==> config.mk <==
export PLATFORM = sky130hd
export DESIGN_NAME = pce_top
export DESIGN_NICKNAME = d
export VERILOG_FILES = /design/src/rtl/pce_pkg.sv /design/src/rtl/pce_regfile.sv /design/src/rtl/pce_index.sv /design/src/rtl/pce_colsel.sv /design/src/rtl/pce_top.sv
export SDC_FILE = /design/constraint.sdc
export NUM_CORES = 1
export LEC_CHECK = 0
export BUFFER_PORTS_ARGS = -buffer_cell sky130_fd_sc_hd__buf_2
export CELL_PAD_IN_SITES_DETAIL_PLACEMENT = 1
export CELL_PAD_IN_SITES_GLOBAL_PLACEMENT = 2
export CORE_UTILIZATION = 35
export DETAILED_ROUTE_END_ITERATION = 8
export PLACE_DENSITY_LB_ADDON = 0.1
export SKIP_CTS_REPAIR_TIMING = 1
export SLEW_MARGIN = 15
export SYNTH_ARGS = -nofsm -noshare
export SYNTH_HDL_FRONTEND = slang
export SYNTH_SLANG_ARGS = --single-unit
export TNS_END_PERCENT = 50
==> constraint.sdc <==
create_clock -name clk -period 3.3 [get_ports clk]
set_input_delay 0.165 -clock clk [delete_from_list [all_inputs] [get_ports clk]]
set_output_delay 0.165 -clock clk [all_outputs]
set_load 0.01 [all_outputs]
==> src/rtl/pce_pkg.sv <==
package pce_pkg;

   typedef enum logic [1:0] {
      SHP_TILE = 2'd0,
      SHP_ROW  = 2'd1,
      SHP_COL  = 2'd2
   } shape_e;

   localparam int unsigned SHAPE_MAX = 2;

   localparam logic [11:0] OFS_SHAPE  = 12'h308;
   localparam logic [11:0] OFS_COLOR0 = 12'h310;
   localparam logic [11:0] OFS_COLOR1 = 12'h314;
   localparam logic [11:0] OFS_PAT_HI = 12'h318;
   localparam logic [11:0] OFS_PAT_LO = 12'h31C;

endpackage

==> src/rtl/pce_regfile.sv <==
module pce_regfile
   import pce_pkg::*;
#(
   parameter int unsigned DATA_W   = 32,
   parameter int unsigned COLOR_W  = 32,
   parameter int unsigned ADDR_W   = 12,
   parameter int unsigned PAT_BITS = 64
) (
   input  logic                clk,
   input  logic                rst_n,
   input  logic                wr_en,
   input  logic [ADDR_W-1:0]   wr_addr,
   input  logic [DATA_W-1:0]   wr_data,
   output shape_e              shape_o,
   output logic [COLOR_W-1:0]  color0_o,
   output logic [COLOR_W-1:0]  color1_o,
   output logic [PAT_BITS-1:0] pattern_o,
   output logic                wr_err_o
);
   localparam int unsigned NWORDS = PAT_BITS / DATA_W;
   localparam logic [ADDR_W-1:0] A_SHAPE = ADDR_W'(OFS_SHAPE);
   localparam logic [ADDR_W-1:0] A_C0    = ADDR_W'(OFS_COLOR0);
   localparam logic [ADDR_W-1:0] A_C1    = ADDR_W'(OFS_COLOR1);
   localparam logic [ADDR_W-1:0] A_HI    = ADDR_W'(OFS_PAT_HI);
   localparam logic [ADDR_W-1:0] A_LO    = ADDR_W'(OFS_PAT_LO);

   generate
      if (NWORDS != 2 || NWORDS * DATA_W != PAT_BITS) begin : g_bad_words
         $error("pce_regfile: pattern must split into two data words");
      end
      if (COLOR_W > DATA_W) begin : g_bad_color
         $error("pce_regfile: colour wider than write data");
      end
      if (ADDR_W < 10) begin : g_bad_addr
         $error("pce_regfile: address too narrow for register offsets");
      end
   endgenerate

   logic   hit_shape, hit_c0, hit_c1, shape_bad;
   shape_e shape_q;
   logic [COLOR_W-1:0] c0_q, c1_q;
   logic   err_q;

   always_comb begin
      hit_shape = wr_en && (wr_addr == A_SHAPE);
      hit_c0    = wr_en && (wr_addr == A_C0);
      hit_c1    = wr_en && (wr_addr == A_C1);
      shape_bad = wr_data > DATA_W'(SHAPE_MAX);
   end

   always_ff @(posedge clk) begin
      if (!rst_n) begin
         shape_q <= SHP_TILE;
         err_q   <= 1'b0;
      end else begin
         err_q <= hit_shape && shape_bad;
         if (hit_shape && !shape_bad)
            shape_q <= shape_e'(wr_data[1:0]);
      end
   end

   always_ff @(posedge clk) begin
      if (!rst_n) begin
         c0_q <= '0;
         c1_q <= '0;
      end else begin
         if (hit_c0) c0_q <= wr_data[COLOR_W-1:0];
         if (hit_c1) c1_q <= wr_data[COLOR_W-1:0];
      end
   end

   genvar w;
   generate
      for (w = 0; w < NWORDS; w++) begin : g_word
         localparam logic [ADDR_W-1:0] WA = (w == NWORDS - 1) ? A_HI : A_LO;
         logic [DATA_W-1:0] word_q;
         always_ff @(posedge clk) begin
            if (!rst_n)
               word_q <= '0;
            else if (wr_en && wr_addr == WA)
               word_q <= wr_data;
         end
         assign pattern_o[w*DATA_W +: DATA_W] = word_q;
      end
   endgenerate

   assign shape_o  = shape_q;
   assign color0_o = c0_q;
   assign color1_o = c1_q;
   assign wr_err_o = err_q;

   // the stored shape never holds an illegal code
   a_r7_shape_legal: assert property (@(posedge clk) disable iff (!rst_n)
      int'(shape_q) <= int'(SHAPE_MAX));

   // an error pulse only follows a shape write, and the shape did not move
   a_r7_err_source: assert property (@(posedge clk) disable iff (!rst_n)
      err_q |-> ($past(wr_en) && $past(wr_addr) == A_SHAPE && $stable(shape_q)));

   // a write to an unmapped offset changes no colour
   a_r10_ignore_other: assert property (@(posedge clk) disable iff (!rst_n)
      (wr_en && wr_addr != A_C0 && wr_addr != A_C1) |=> ($stable(c0_q) && $stable(c1_q)));

endmodule

==> src/rtl/pce_index.sv <==
module pce_index
   import pce_pkg::*;
#(
   parameter int unsigned COORD_W  = 16,
   parameter int unsigned PAT_BITS = 64
) (
   input  shape_e                        shape,
   input  logic [COORD_W-1:0]            x,
   input  logic [COORD_W-1:0]            y,
   output logic [$clog2(PAT_BITS)-1:0]   idx
);
   localparam int unsigned IDX_W  = $clog2(PAT_BITS);
   localparam int unsigned SIDE_W = IDX_W / 2;
   localparam int unsigned SIDE   = 1 << SIDE_W;

   generate
      if ((1 << IDX_W) != PAT_BITS || (IDX_W % 2) != 0) begin : g_bad_bits
         $error("pce_index: pattern size must be a square power of two");
      end
      if (COORD_W < IDX_W) begin : g_bad_coord
         $error("pce_index: coordinate narrower than pattern index");
      end
   endgenerate

   logic [IDX_W-1:0]  x_line, y_line;
   logic [SIDE_W-1:0] x_tile, y_tile;

   always_comb begin
      x_line = IDX_W'(x % COORD_W'(PAT_BITS));
      y_line = IDX_W'(y % COORD_W'(PAT_BITS));
      x_tile = SIDE_W'(x % COORD_W'(SIDE));
      y_tile = SIDE_W'(y % COORD_W'(SIDE));
      unique case (shape)
         SHP_ROW:  idx = x_line;
         SHP_COL:  idx = y_line;
         default:  idx = {y_tile, x_tile};
      endcase
   end

endmodule

==> src/rtl/pce_colsel.sv <==
module pce_colsel #(
   parameter int unsigned COLOR_W  = 32,
   parameter int unsigned PAT_BITS = 64
) (
   input  logic                        clk,
   input  logic                        rst_n,
   input  logic                        req,
   input  logic [$clog2(PAT_BITS)-1:0] idx,
   input  logic [PAT_BITS-1:0]         pattern,
   input  logic [COLOR_W-1:0]          color0,
   input  logic [COLOR_W-1:0]          color1,
   output logic                        valid_o,
   output logic [COLOR_W-1:0]          color_o
);
   logic               valid_q;
   logic [COLOR_W-1:0] color_q;

   always_ff @(posedge clk) begin
      if (!rst_n) begin
         valid_q <= 1'b0;
         color_q <= '0;
      end else begin
         valid_q <= req;
         if (req)
            color_q <= pattern[idx] ? color1 : color0;
      end
   end

   assign valid_o = valid_q;
   assign color_o = color_q;

   // valid is the request delayed by exactly one clock
   a_r9_latency: assert property (@(posedge clk) disable iff (!rst_n)
      valid_q == $past(req));

   // a returned colour is always one of the two colour registers
   a_r3_two_colours: assert property (@(posedge clk) disable iff (!rst_n)
      valid_q |-> (color_q == $past(color0) || color_q == $past(color1)));

endmodule

==> src/rtl/pce_top.sv <==
module pce_top
   import pce_pkg::*;
#(
   parameter int unsigned DATA_W   = 32,
   parameter int unsigned COLOR_W  = 32,
   parameter int unsigned ADDR_W   = 12,
   parameter int unsigned COORD_W  = 16,
   parameter int unsigned PAT_BITS = 64
) (
   input  logic               clk,
   input  logic               rst_n,
   input  logic               wr_en,
   input  logic [ADDR_W-1:0]  wr_addr,
   input  logic [DATA_W-1:0]  wr_data,
   output logic               wr_err,
   input  logic               lk_req,
   input  logic [COORD_W-1:0] lk_x,
   input  logic [COORD_W-1:0] lk_y,
   output logic               lk_valid,
   output logic [COLOR_W-1:0] lk_color
);
   localparam int unsigned IDX_W = $clog2(PAT_BITS);

   shape_e              shape;
   logic [COLOR_W-1:0]  color0, color1;
   logic [PAT_BITS-1:0] pattern;
   logic [IDX_W-1:0]    idx;

   pce_regfile #(
      .DATA_W(DATA_W), .COLOR_W(COLOR_W), .ADDR_W(ADDR_W), .PAT_BITS(PAT_BITS)
   ) u_regs (
      .clk(clk), .rst_n(rst_n), .wr_en(wr_en), .wr_addr(wr_addr), .wr_data(wr_data),
      .shape_o(shape), .color0_o(color0), .color1_o(color1),
      .pattern_o(pattern), .wr_err_o(wr_err)
   );

   pce_index #(
      .COORD_W(COORD_W), .PAT_BITS(PAT_BITS)
   ) u_index (
      .shape(shape), .x(lk_x), .y(lk_y), .idx(idx)
   );

   pce_colsel #(
      .COLOR_W(COLOR_W), .PAT_BITS(PAT_BITS)
   ) u_sel (
      .clk(clk), .rst_n(rst_n), .req(lk_req), .idx(idx), .pattern(pattern),
      .color0(color0), .color1(color1), .valid_o(lk_valid), .color_o(lk_color)
   );

   // an error pulse never lasts two cycles without a second refused write
   a_r7_single_pulse: assert property (@(posedge clk) disable iff (!rst_n)
      (wr_err && !(wr_en && wr_addr == ADDR_W'(OFS_SHAPE))) |=> !wr_err);

endmodule

Word-level counts from Yosys, hierarchy flattened
Index checks and enable logic that the tools add are counted.
{"block": "op_classes", "add_sub_neg": 0, "mul": 0, "div_mod_pow": 0, "magnitude_cmp": 2, "n_eq_ne": 7, "n_shift": 0, "mux": 4, "bitwise": 0, "n_reduce_logical": 8}
{"op": "12-bit by 10-bit == test with 1-bit output, second input constant", "count": 5}
{"op": "32-bit by 2-bit greater-than comparator with 1-bit output, second input constant", "count": 1}
{"op": "32-bit two-way mux", "count": 1}
{"op": "6-bit case mux with 2 select lines", "count": 1}
{"op": "1-bit logical AND", "count": 7}
{"op": "6-bit by 7-bit less-than comparator with 1-bit output, second input constant", "count": 1}
{"op": "1-bit binary-select mux with 6-bit select", "count": 1}
{"op": "2-bit by 1-bit == test with 1-bit output, second input constant", "count": 1}
{"op": "2-bit == test, second input constant", "count": 1}
{"op": "1-bit zero test", "count": 1}
{"op": "1-bit two-way mux", "count": 1}
{"block": "word_totals", "ff_bits": 164, "latch_bits": 0, "ram_bits": 0, "mem_bits_ro": 0, "output_inout_bits": 34, "elab_cells": 29, "memories": 0}

Longest topological paths before layout
{"block": "logic_depth", "depth_word": 5, "depth_mapped": 12}

Hierarchy
A second synthesis with hierarchy kept.
{"block": "hier_totals", "hier_cells": 684, "area_unflattened_um2": 7144.4}
{"mod": "pce_regfile", "n_inst": 1, "cells_per_inst": 481, "area_per_inst_um2": 5047.3, "seq_area_each_um2": 2622.5}
{"mod": "pce_colsel", "n_inst": 1, "cells_per_inst": 185, "area_per_inst_um2": 1974.4, "seq_area_each_um2": 660.6}
{"mod": "pce_index", "n_inst": 1, "cells_per_inst": 18, "area_per_inst_um2": 122.6, "seq_area_each_um2": 0.0}

Least setup slack after synthesis
No wires, ideal clock.
{"block": "synth_path", "kind": "register to register", "start": "reg u_regs.shape_q[0], in the netlist u_regs.shape_o[0]", "end": "reg u_sel.color_q[10], in the netlist u_sel.color_o[10]", "setup_time_ns": 0.079, "arrival_time_ns": 2.934, "slack_ns": 0.287, "stages_incl_launch_ff": 12, "path_buffers": 2, "synth_period_minus_slack_ns": 3.013, "cell_sequence": "dfxtp_1 -> inv_1 -> ha_1 -> or2_1 -> a22o_1 -> buf_4 -> a2111oi_0 -> nor4_1 -> nor4_4 -> buf_6 -> mux2_1 -> a211oi_2"}
{"block": "synth_via", "elab_chain_cells": 5}
{"item": "start: declaration", "line": "pce_regfile.sv:40", "text": "shape_e shape_q;"}
{"item": "start signal: assignment", "line": "pce_regfile.sv:58", "text": "shape_q <= shape_e'(wr_data[1:0]);"}
{"item": "2-bit == test or 2-bit by 1-bit == test with 1-bit output (tied branches)", "line": "pce_index.sv:33", "text": "unique case (shape)"}
{"item": "6-bit case mux with 2 select lines *", "line": "pce_index.sv:33"}
{"item": "1-bit binary-select mux with 6-bit select *", "line": "pce_colsel.sv:25", "text": "color_q <= pattern[idx] ? color1 : color0;"}
{"item": "1-bit two-way mux (not written as such) *", "line": "pce_colsel.sv:25"}
{"item": "32-bit two-way mux *", "line": "pce_colsel.sv:25"}
{"item": "end signal: assignment", "line": "pce_colsel.sv:25"}
{"item": "end: declaration", "line": "pce_colsel.sv:16", "text": "logic [COLOR_W-1:0] color_q;"}
Mark *: on every way between the ends. The rest lies on a longest branch, timed or not. The select of a mux whose other input is x is not followed.
A chain may end at the register's enable or synchronous reset.

Worst setup path in the final report
{"block": "layout_path", "start": "reg u_regs.shape_q[0], in the netlist u_regs.shape_o[0]", "end": "reg u_sel.color_q[31], in the netlist u_sel.color_o[31]"}
Same word-level chain as after synthesis.

==> reports/qor.csv <==
stage,metric,value,unit
status,run status,"complete, no violations",
power,leak pwr,3.52,nW
timing,TNS Setup,0,ps
layout,fin cells,1295,
route,DRT antenna net count,0,
die,Die Ht,154,um
timing,fin crit share,96.9,%
layout,Final Cell Area,0.00984,mm^2
route,drt wl/cell,20.4,um
timing,Hold WS,31.4,ps
logic_synthesis,Post-synth EDFFs,0,
route,TritonRoute pass-1 iters,4,
timing,Final WS setup,101,ps
setup_path,critical path class,flop to flop,
logic_synthesis,Synth Flop Type,dfxtp_1,
clocking,H-Tree Depth,4,
logic_synthesis,cell count after synthesis,906,
place,routability cong.,0.808,
setup_path,CP Capture Type,flop,
place,cell count after placement,1259,
setup_path,Crit path required time,3650,ps
logic_synthesis,Seq cells post-synth,164,
clocking,total CTS buffers,17,
place,Placed Instance Area,0.00901,mm^2
layout,utilization after layout,43.5,%
power,total power,4.56,mW
power,Peak VDD IR,0.000306,V
setup_path,R2R Setup Slk,100,ps
layout,Area Growth Syn to Fin,21.8,%
setup_path,R2R cell count,13,
logic_synthesis,"Cell Area, Synth",0.00808,mm^2
timing,Final Hold Fails,0,
setup_path,WP data arrival,3540,ps
route,routed wire length,26.4,mm
layout,antenna cell count,0,
setup_path,Reg-to-Reg End,u_sel.color_o[31],
die,die span in x,154,um
setup_path,"slowest stage cell, crit path",a2111oi_0,
setup_path,CP startpoint kind,flop,
place,Port Buf Inserts,93,
setup_path,CP endpoint,u_sel.color_o[31],
grt,initial antenna violation count,0,
power,pwr dens,463,mW/mm^2
logic_synthesis,Avg Synthesized Cell Area,8.92,um^2
layout,Layout fillers,2626,
logic_synthesis,Yosys warnings,0,
die,Initial Util,35.7,%
logic_synthesis,Synthesized Nets,988,
die,total core area,0.0226,mm^2
setup_path,Worst R2R Start,u_regs.shape_o[0],
clocking,"Reg clk slew, reported paths",80,ps
setup_path,"critical path, cell by cell",buf_4 -> ha_1 -> o21ai_1 -> nand2_4 -> buf_4 -> a2111oi_0 -> nor4_1 -> buf_4 -> nor4_4 -> buf_6 -> buf_8 -> mux2_2 -> a211oi_2,
clocking,maximum clock path buffer count,2,
hold_path,HP Class,input pin to flop,
place,Post-Place Setup Slack,-142,ps
grt,pin count of the biggest net entering global routing,108,
setup_path,CP peak stage delay,400,ps
timing,max_slew headroom,43.5,%
timing,fin crit period,3200,ps
clocking,TritonCTS clock tree,built,
clocking,Worst-Skew Late Latency,430,ps
logic_synthesis,Post-synth ARST share,0,%
route,Residual DRC,0,
logic_synthesis,Cell variety after synth,44,
timing,skew final,15.8,ps
die,total die area,0.0237,mm^2
route,routed via count,6984,
timing,final setup violation count,0,
route,vias per cell,5.39,
grt,gr usage total,22.7,%
layout,layout cells sized above 1,24.1,%
timing,f_max,313,MHz
clocking,clock sinks,164,
setup_path,most frequent CP cell,buf_4,
place,hpwl dp,17.7,mm
grt,gr ovfl total,0,
die,Rows,55,
logic_synthesis,"Seq/Total Area, Yosys",40.6,%
timing,Slew Limit Fails,0,
timing,Worst-Margin Slew,845,ps
setup_path,Crit Path Max Fanout,9,
grt,first-pass GRT wire length,41.4,mm
route,initial DRC count,324,
die,I/O Pins,114,
grt,vias in the first global route,7450,
clocking,CTS root buffer,clkbuf_16,
job,Max Cap Viol,0,
setup_path,crit path from,u_regs.shape_o[0],
layout,Total Nets Final,1079,
area by class of cell:
type	count	area, um^2	share of cell area, %
Sequential cell	164	3280	33.4
Timing Repair Buffer	143	968	9.84
Multi-Input combinational cell	668	4610	46.8
Clock inverter	15	188	1.91
Inverter	3	11.3	0.114
Clock buffer	17	425	4.32
Tap cell	285	357	3.62
layout by cell type, fill, tap and decap left out, types with 3 or more instances in the layout:
cell	n
mux4_2	8
nor4_1	12
clkinv_8	4
o21ai_0	36
clkbuf_16	19
a2111oi_2	7
inv_6	5
nand4_1	3
a41o_1	4
and3_1	15
nand2_1	192
a21boi_0	96
a211oi_2	32
a22oi_2	5
buf_12	6
nor2_1	75
nand3b_1	3
mux2_1	30
nor2b_1	36
dfxtp_1	163
mux2i_1	65
buf_2	92
inv_1	3
inv_8	3
buf_4	40
nand3_1	7
registers in the layout (all words and copies together), names as in the netlist:
register and flops:
u_regs.color0_o 32, u_regs.color1_o 32, u_regs.g_word.word_q 64, u_regs.shape_o 2, u_regs.wr_err_o 1, u_sel.color_o 32
u_sel.valid_o 1
worst min-delay path by stage:
| stage | endpoint | start | slack, ps | depth (start not counted) |
|---|---|---|---|---|
| after floorplan | u_regs.g_word[0].word_q[30] | wr_data[30] | 310 | 2 |
| after global placement | u_regs.g_word[0].word_q[25] | u_regs.g_word[0].word_q[25] | 450 | 2 |
| after detailed placement | u_regs.g_word[0].word_q[18] | u_regs.g_word[0].word_q[18] | 450 | 2 |
| after CTS | u_regs.color1_o[6] | wr_data[6] | 10 | 3 |
| after global routing | u_regs.g_word[0].word_q[8] | wr_data[8] | 40 | 3 |
| final | u_regs.color1_o[6] | wr_data[6] | 30 | 3 |
synthesized netlist by cell type, drive strengths merged, types with 3 or more instances:
master | number | area [um^2]
a41o | 4 | 40.0
a22oi | 7 | 72.6
mux2i | 66 | 661
mux2 | 32 | 360
nor2b | 38 | 238
a2111oi | 12 | 105
o21ai | 37 | 185
dfxtp | 164 | 3280
and3 | 15 | 93.8
nor4 | 13 | 96.3
mux4 | 8 | 180
nand3b | 3 | 22.5
a211oi | 33 | 398
nand4 | 4 | 40.0
clkbuf | 56 | 210
nand2 | 194 | 728
a21boi | 96 | 721
buf | 15 | 124
nor2 | 75 | 282
nand3 | 7 | 35.0
inv | 3 | 11.3
power by group:
part	switching [mW]	leakage [nW]	internal [mW]
sequential	0.0159	1.33	2.01
combinational	0.273	1.90	0.200
clock	0.967	0.292	1.09
critical path, delay by kind of cell, from the launching register on:
kind                       cells  cell delay, ps
and+or+nand+nor                3             460
muxes                          1             350
adders and majority gates      1             230
DFF                            1             320
AOI/OAI and AO/OA              3             900
buffers and inverters          5             850
cells by family after synthesis:
logic type | count (synthesis) | synth area share, %
and+or+nand+nor | 360 | 20.0
buffers and inverters | 74 | 4.27
DFF | 164 | 40.6
AOI/OAI and AO/OA | 200 | 19.9
adders and majority gates | 2 | 0.310
muxes | 106 | 14.9
metal layers:
| layer | GRT usage (%) | up-vias | part of all wire [%] |
|---|---|---|---|
| li1 | - | 3336 | - |
| met1 | 28.6 | 3508 | 46 |
| met2 | 40.0 | 115 | 49 |
| met3 | 3.75 | 25 | 3.3 |
| met4 | 5.67 | 0 | 1.5 |
| met5 | 0 | - | 0 |
(Power assumes the default switching activity.)
